File: src/rtl/burst_sram_pkg.sv
package burst_sram_pkg;

  localparam int BURST_W = 2;

  typedef enum logic [1:0] {
    ACC_NONE  = 2'd0,
    ACC_READ  = 2'd1,
    ACC_WRITE = 2'd2
  } acc_t;

  function automatic logic strobe_seen(input logic p_n, input logic c_n);
    return !p_n || !c_n;
  endfunction

  function automatic logic chip_selected(input logic lo_n, input logic hi);
    return !lo_n && hi;
  endfunction

  // Output buffer may drive: OE only matters when the write line is high.
  function automatic logic drive_allowed(input logic w_n, input logic o_n);
    return !w_n || !o_n;
  endfunction

  function automatic logic [BURST_W-1:0] wrap_inc(input logic [BURST_W-1:0] low);
    return low + 1'b1;
  endfunction

endpackage

File: src/rtl/bsr_seq_ctl.sv
module bsr_seq_ctl
  import burst_sram_pkg::*;
#(
  parameter int ADDR_W = 6
) (
  input  logic              clk,
  input  logic              rst_n,
  input  logic              proc_strobe_n,
  input  logic              ctrl_strobe_n,
  input  logic              step_n,
  input  logic              wr_n,
  input  logic              sel_lo_n,
  input  logic              sel_hi,
  input  logic [ADDR_W-1:0] addr,
  output acc_t              acc,
  output logic [ADDR_W-1:0] eff_addr,
  output logic [ADDR_W-1:0] cur_addr,
  output logic              burst_live,
  output logic              ev_capture,
  output logic              ev_deselect,
  output logic              ev_continue
);

  logic strobe;
  logic [ADDR_W-1:0] stepped;

  assign strobe      = strobe_seen(proc_strobe_n, ctrl_strobe_n);
  assign ev_capture  = strobe && chip_selected(sel_lo_n, sel_hi);
  assign ev_deselect = strobe && !chip_selected(sel_lo_n, sel_hi);
  assign ev_continue = !strobe && burst_live;

  assign stepped = {cur_addr[ADDR_W-1:BURST_W], wrap_inc(cur_addr[BURST_W-1:0])};

  always_comb begin
    if (ev_capture)
      eff_addr = addr;
    else if (ev_continue && !step_n)
      eff_addr = stepped;
    else
      eff_addr = cur_addr;
  end

  always_comb begin
    if (!(ev_capture || ev_continue))
      acc = ACC_NONE;
    else if (!wr_n && proc_strobe_n)
      acc = ACC_WRITE;
    else
      acc = ACC_READ;
  end

  always_ff @(posedge clk) begin
    if (!rst_n) begin
      burst_live <= 1'b0;
      cur_addr   <= '0;
    end else begin
      if (ev_capture)
        burst_live <= 1'b1;
      else if (ev_deselect)
        burst_live <= 1'b0;
      if (ev_capture || ev_continue)
        cur_addr <= eff_addr;
    end
  end

endmodule

File: config.mk
export PLATFORM = sky130hd
export DESIGN_NAME = bsr_seq_ctl
export DESIGN_NICKNAME = d
export VERILOG_FILES = /design/src/rtl/burst_sram_pkg.sv /design/src/rtl/bsr_seq_ctl.sv
export SDC_FILE = /design/constraint.sdc
export NUM_CORES = 1
export LEC_CHECK = 0
export ABC_CLOCK_PERIOD_IN_PS = 1550
export CORE_AREA = 2 2 39 41
export DETAILED_ROUTE_END_ITERATION = 8
export DIE_AREA = 0 0 41 43
export PLACE_DENSITY = 0.78
export SYNTH_ARGS = -nofsm -noshare
export SYNTH_HDL_FRONTEND = slang
export SYNTH_SLANG_ARGS = --single-unit
File: constraint.sdc
create_clock -name clk -period 1.55 [get_ports clk]
set_input_delay 0.2325 -clock clk [delete_from_list [all_inputs] [get_ports clk]]
set_output_delay 0.2325 -clock clk [all_outputs]
set_load 0.02 [all_outputs]
# Word-level counts from Yosys, hierarchy flattened
# Index checks and enable logic that the tools add are counted.
[totals]
register_bits = 7
input_bits = 14
output_inout_bits = 18
elab_cells = 25
[op_classes]
addsub = 1
mux = 6
reduce_logical = 16
[op_table]
columns = ["cell", "n"]
rows = [
  ["$logic_not 1->1", 7],
  ["$logic_and 1x1->1", 6],
  ["$mux 2", 3],
  ["$mux 6", 1],
  ["$add 2x1->2 const B", 1],
  ["$logic_or 1x1->1", 2],
  ["$mux 1", 2],
  ["$reduce_bool 2->1", 1],
]

# Logic depth before layout (Yosys ltp)
# Gate-level depths: netlist of the first run.
[logic_depth]
word_depth = 7
mapped_depth = 4
depth_no_buf = 3

# Worst setup path before layout of the first run
# No wires, ideal clock.
[synth_timing]
path_kind = "reg-to-output"
start = "register burst_live"
end = "output eff_addr[1]"
arrival_ps = 1401
required_ps = 1317
path_slack_ps = -84
path_stages_with_launch = 4
n_path_buf = 0
path_cell_list = "dfxtp_1 -> nand4b_1 -> o221a_1 -> nor3_1"
[synth_via]
elab_chain_len = 4
[synth_rtl]
columns = ["element", "line_no", "rtl"]
rows = [
  ["start, declared", "bsr_seq_ctl.sv:18", "output logic burst_live,"],
  ["start signal, assigned", "bsr_seq_ctl.sv:54", "burst_live <= 1'b0;"],
  ["start signal, assigned", "bsr_seq_ctl.sv:58", "burst_live <= 1'b1;"],
  ["start signal, assigned", "bsr_seq_ctl.sv:60", "burst_live <= 1'b0;"],
  ["$logic_and 1x1->1", "bsr_seq_ctl.sv:30", "assign ev_continue = !strobe && burst_live;"],
  ["$logic_and 1x1->1", "bsr_seq_ctl.sv:37", "else if (ev_continue && !step_n)"],
  ["$mux 2", "bsr_seq_ctl.sv:37", ""],
  ["$mux 6", "bsr_seq_ctl.sv:35", "if (ev_capture)"],
  ["end, declared", "bsr_seq_ctl.sv:16", "output logic [ADDR_W-1:0] eff_addr,"],
]
# No other way between the ends.

# Final worst setup path of the first run
[layout_timing]
start = "register burst_live"
end = "output eff_addr[0]"
# The elaborated chain is that of the path after synthesis.

==> run summary, run 1 <==
status: finished, final reports clean
Max Clk Rate: 646.3 MHz
syn_area_per_cell: 7.582 um^2
die area: 1763 um^2
combinational power share: 35.9%
post-synthesis mux area share: 0%
Net Sw Power: 183.5 uW
Total Routing Usage GR: 17.20%
Least-Margin Pin Slew: 0.2521 ns
crit-path cells: nand4b_1, buf_6, xnor2_4, a21oi_2, buf_4
Core Footprint: 1384 um^2
Max-cap violations: 0
area of the multi-input gates: 290.3 um^2
gpl congestion: 0.7420
final net count: 113
post-synth net total: 64
final core occ: 63.56%
Ys Warns: 0
grt total ovfl: 0
CP Capture Type: output port
Clock transition at path regs: 0.05 ns
Num CTS Buffers: 3
share of cells above drive strength 1: 43.88%
synthesized instance count: 50
Pwr Density: 655.4 nW/um^2
Clock Skew: 0.0003918 ns
Die X: 41 um
Worst setup SP type: flip-flop
final hold viol count: 0
Sw Share: 31.83%
final setup margin: 0.002697 ns
post-synthesis simple-gate area fraction: 31.35%
Final ANT Viol Nets: 0
Die Y: 43 um
layout filler cell count: 113
DRC violations left: 0
complex-gate fraction of the synthesized area: 21.45%
Worst path top cell family by delay: flip-flops
WL/cell: 12.11 um
Max-Slew Margin vs Limit: 83.18%
largest net degree at the start of global routing: 8
antenna cells: 0
adder-cell share of the synthesized area: 0%
I/O pins: 32
initial antenna violation count: 0
Crit-path slowest cell: dfxtp_2
dpl hpwl: 956.7 um
CP Max Fanout: 2
main combinational cell family by area after synthesis: simple AND/OR/NAND/NOR gates
1st-iter DRT viols: 7
first-pass GRT wire length: 2.097 mm
Final Slew Violations: 0
sequential share of power: 33.8%
Buf/Inv on CP: 2
Yosys reg bits: 7
WS Path Type: flip-flop to output port
Skew-Pair Late Insertion Delay: 0.26 ns
Distinct cells, synth: 18
leak pwr: 0.4361 nW
row count: 14
register area: 141.4 um^2
CTS root buffer: clkbuf_4
Place WS: -0.6365 ns
CTS tree: built
cell-internal power: 392.9 uW
Pre-Repair DR Iteration Count: 5
vias after detailed routing: 552
CP Data Required Time: 1.32 ns
Cell Area, Synth: 379.1 um^2
Min Clock Period, post-route: 1.547 ns
area grow syn2layout: 132.0%
Post-Route WL: 1.381 mm
Via density: 4.842
post-synthesis sequential area ratio: 36.96%
Final Cycle Share: 99.83%
port bufs: 31
class of the worst hold path: flip-flop to flip-flop
Max Root-Sink Buffers: 2
Clk pwr share: 30.3%
max incr delay on CP: 0.32 ns
clock sink count: 7
total power: 576.4 uW
Setup violations, final: 0
vias in the first global route: 521
Max VDD drop: 484.8 uV
RSZ-0062 raised after global routing: yes
Initial Util: 27.40%
crit path DAT: 1.31 ns
post-synthesis xor/xnor area fraction: 2.310%
htree depth: 1
## kinds of logic (layout without fill, tap and decap cells)
kind of cell    count (synthesis)  count (layout)
flops                           7               7
compound gates                 14              14
buf+inv                         6              54
simple gates                   22              22
xor+xnor                        1               1
## final timing paths
kind	startpoint	endpoint	slack (ns)	cells after the start
worst max-delay path	burst_live	eff_addr[0]	0.003	5
worst min-delay path	cur_addr[4]	cur_addr[4]	0.48	2
worst max register to register	burst_live	cur_addr[1]	0.27	5
worst min register to register	cur_addr[4]	cur_addr[4]	0.48	2
## layout make-up
class,count,share of cell area [%]
multi-input cells,37,33.00
clock buffers,4,2.987
inverters,5,2.134
well taps,16,2.276
repair buffers,45,43.53
flip-flops and latches,7,16.07
## tightest hold or removal path, stage by stage (launching register included)
cell and delay [ns]:
dfxtp_1 0.31, o21ai_2 0.06, a21oi_1 0.06
## cell usage in the layout (no fill, tap or decap), types with 4 or more instances in the layout
cell | netlist | final
dlygate4sd2_1 | 0 | 5
nand2_1 | 7 | 6
nand3_1 | 4 | 4
buf_2 | 0 | 6
inv_1 | 5 | 5
o21ai_2 | 0 | 4
a21oi_1 | 7 | 6
clkdlybuf4s50_1 | 0 | 14
dfxtp_1 | 7 | 6
buf_4 | 0 | 15
## flip-flops by register name, indices dropped and copies added (netlist names)
register	count
cur_addr	6
burst_live	1
## stage by stage
| stage | setup TNS (ns) | hold WS, ns | cells | instance area [um^2] |
|---|---|---|---|---|
| 6_report | 0 | 0.4782 | 114 | 879.6 |
| 4_1_cts | 0 | 0.4806 | 114 | 850.8 |
| 3_3_place_gp | -5.496 | 0.4981 | 109 | 800.8 |
| 3_5_place_dp | -5.854 | 0.5123 | 109 | 800.8 |
| 5_1_grt | -0.06475 | 0.5116 | 114 | 879.6 |
| 2_1_floorplan | 0 | 0.4041 | 50 | 384.1 |
## routing by layer
layer	vias up	global-route usage (%)	wire length [um]
met5	-	0	0
met4	0	8.000	0
met3	0	3.141	89
met2	23	27.19	701
met1	255	21.36	591
li1	274	-	-
## Yosys cell counts, drive strengths merged
cell type,number,share of area [%]
xnor2,1,2.3
a21boi,1,2.0
dfxtp,7,37
o221a,1,3.0
nor4,1,3.3
nand3,4,5.3
nand2b,1,1.7
nor3,4,5.3
nand4b,1,2.3
a211oi,1,2.0
o21ai,4,5.3
inv,5,5.0
nand2,7,6.9
nor2,1,0.99
nor2b,2,3.3
and2,1,2.3
a21oi,7,9.2
buf,1,3.0
## repair_timing
action,in CTS,in global routing
setup endpoints to repair,11,4
hold buffers,0,0
gates cloned,0,0
buffers inserted,1,0
resized for setup,64,6
pin swaps,4,0
## power groups by stage
stage	clock network, mW	registers (mW)	logic, mW
finish	0.174	0.195	0.207
global route	0.184	0.197	0.219
CTS	0.172	0.195	0.200
detailed placement	0	0.197	0.199
global placement	0	0.197	0.197
floorplan	0	0.209	0.0728
(Power assumes the default switching activity.)
==> inputs of run 2 (changes only) <==
CTS_BUF_LIST = sky130_fd_sc_hd__clkbuf_2 sky130_fd_sc_hd__clkbuf_4 sky130_fd_sc_hd__clkbuf_8   (was not set)
==> run 2 against run 1 <==
Compared with the run above: non-clock buffer count stayed put; clock power is 11% higher; total power is 3.6% higher; maximum frequency hardly changed; worst hold slack better by 0.0021 ns; flip-flop and latch count stayed put; utilization is 0.27 points higher; first-iteration DRC count is 43% higher; critical path depth stayed put; sequential share of layout area is 0.068 points lower.
==> run summary, run 2 (synthesis results as in run 1) <==
total power: 597.0 uW (+3.6%)
Crit-path slowest cell: dfxtp_2
initial antenna violation count: 0 (unchanged)
class of the worst hold path: flip-flop to flip-flop
DRC violations left: 0 (unchanged)
M2 GR Usage: 28.44% (+1.3 points)
Max-cap violations: 0 (unchanged)
Top reg by flops: cur_addr
grt total ovfl: 0 (unchanged)
vias in the first global route: 540 (+3.6%)
clock sink count: 7 (unchanged)
Core Footprint: 1384 um^2 (unchanged)
largest net degree at the start of global routing: 8 (unchanged)
Total Routing Usage GR: 17.71% (+0.50 points)
Clock transition at path regs: 0.05 ns (about the same)
Place WS: -0.6365 ns (unchanged)
Max Root-Sink Buffers: 2 (unchanged)
htree depth: 1 (unchanged)
crit path DAT: 1.32 ns (about the same)
port bufs: 31 (unchanged)
CP Max Fanout: 2 (unchanged)
# hold bufs at CTS: 0 (unchanged)
crit-path cells: nand4b_1, buf_6, xnor2_4, a21oi_2, buf_4
CTS tree: built
Die Y: 43 um (unchanged)
Clock Skew: 0.0001887 ns (-0.0002031 ns)
die area: 1763 um^2 (unchanged)
Die X: 41 um (unchanged)
Via density: 4.877 (+0.72%)
Pwr Density: 675.8 nW/um^2 (+3.1%)
final core occ: 63.83% (+0.27 points)
final setup margin: 0.001298 ns (-0.001399 ns)
M1 GR Usage: 21.68% (+0.32 points)
Num CTS Buffers: 3 (unchanged)
Final Cycle Share: 99.92% (about the same)
max incr delay on CP: 0.32 ns (about the same)
first-pass GRT wire length: 2.166 mm (+3.3%)
final hold viol count: 0 (unchanged)
CP Data Required Time: 1.32 ns (about the same)
Final ANT Viol Nets: 0 (unchanged)
CP Capture Type: output port
Setup violations, final: 0 (unchanged)
Initial Util: 27.40% (unchanged)
Max-Slew Margin vs Limit: 81.91% (-1.3 points)
Pre-Repair DR Iteration Count: 4 (-1)
dpl hpwl: 956.7 um (unchanged)
I/O pins: 32 (unchanged)
leak pwr: 0.4395 nW (+0.78%)
share of cells above drive strength 1: 44.90% (+1.0 points)
Worst setup SP type: flip-flop
Min Clock Period, post-route: 1.549 ns (+0.001399 ns)
most used routing layer: met2
gpl congestion: 0.7420 (unchanged)
final net count: 113 (unchanged)
Max Clk Rate: 645.7 MHz (about the same)
Top Registers: cur_addr (6), burst_live (1)
Max VDD drop: 469.8 uV (-3.1%)
WS Path Type: flip-flop to output port
RSZ-0062 raised after global routing: yes
vias after detailed routing: 556 (+0.72%)
Least-Margin Pin Slew: 0.2711 ns (+0.01901 ns)
post-route cell area: 883.3 um^2 (+0.43%)
Final Slew Violations: 0 (unchanged)
1st-iter DRT viols: 10 (+3)
area grow syn2layout: 133.0%
status: finished, final reports clean
Post-Route WL: 1.423 mm (+3.0%)
most frequent cells in the layout: 15 x buf_4, 14 x clkdlybuf4s50_1
Skew-Pair Late Insertion Delay: 0.26 ns (about the same)
WL/cell: 12.48 um (+3.0%)
Cell Area, Placed: 800.8 um^2 (unchanged)
met3 Use GR: 3.141% (unchanged)
Buf/Inv on CP: 2 (unchanged)
layout filler cell count: 114 (+0.88%)
Worst path top cell family by delay: flip-flops
antenna cells: 0 (unchanged)
most common cell after layout, fill and taps aside: buf_4
row count: 14 (unchanged)
Largest register FFs: 6 (unchanged)
CTS root buffer: clkbuf_4
## run 2: area by class of cell
class                   instances  area (um^2)  share of cell area, %
clock buffers                   4        30.03                  3.399
inverters                       5        18.77                  2.125
multi-input cells              37        290.3                  32.86
flip-flops and latches          7        141.4                  16.01
well taps                      16        20.02                  2.266
repair buffers                 45        382.9                  43.34
## run 2: path summary, 6_finish.rpt
path | start | to | slack [ns] | depth (start not counted)
max | burst_live | eff_addr[0] | 0.001 | 5
min | cur_addr[5] | cur_addr[5] | 0.48 | 2
max reg2reg | burst_live | cur_addr[1] | 0.27 | 5
min reg2reg | cur_addr[5] | cur_addr[5] | 0.48 | 2
## run 2: what timing repair did
| item | in CTS | in global routing |
|---|---|---|
| gates resized for setup | 64 | 6 |
| setup endpoints to repair | 11 | 4 |
| pin swaps | 4 | 0 |
| setup buffers | 1 | 0 |
| hold endpoints to repair | 0 | 0 |
## run 2: per-stage QoR
stage | hold WS [ns] | setup TNS, ns | cells
6_report | 0.4803 | 0 | 114
5_1_grt | 0.5060 | -0.06858 | 114
4_1_cts | 0.4806 | 0 | 114
3_5_place_dp | 0.5123 | -5.854 | 109
3_3_place_gp | 0.4981 | -5.496 | 109
2_1_floorplan | 0.4041 | 0 | 50
## run 2: layer usage
layer  part of all wire [%]  wire length (um)
met3                    6.7                96
met2                     49               695
met1                     43               610
met4                    1.5                21
met5                      0                 0
## run 2: where the power goes
group / switching, mW / internal, mW
Clock: 0.0778 / 0.116
Combinational: 0.103 / 0.105
Sequential: 0.00524 / 0.190
Total: 0.186 / 0.411
## run 2: worst min-delay path, stage by stage (launching register included)
cell and delay, ns:
dfxtp_1 0.31, o21ai_2 0.06, a21oi_1 0.06
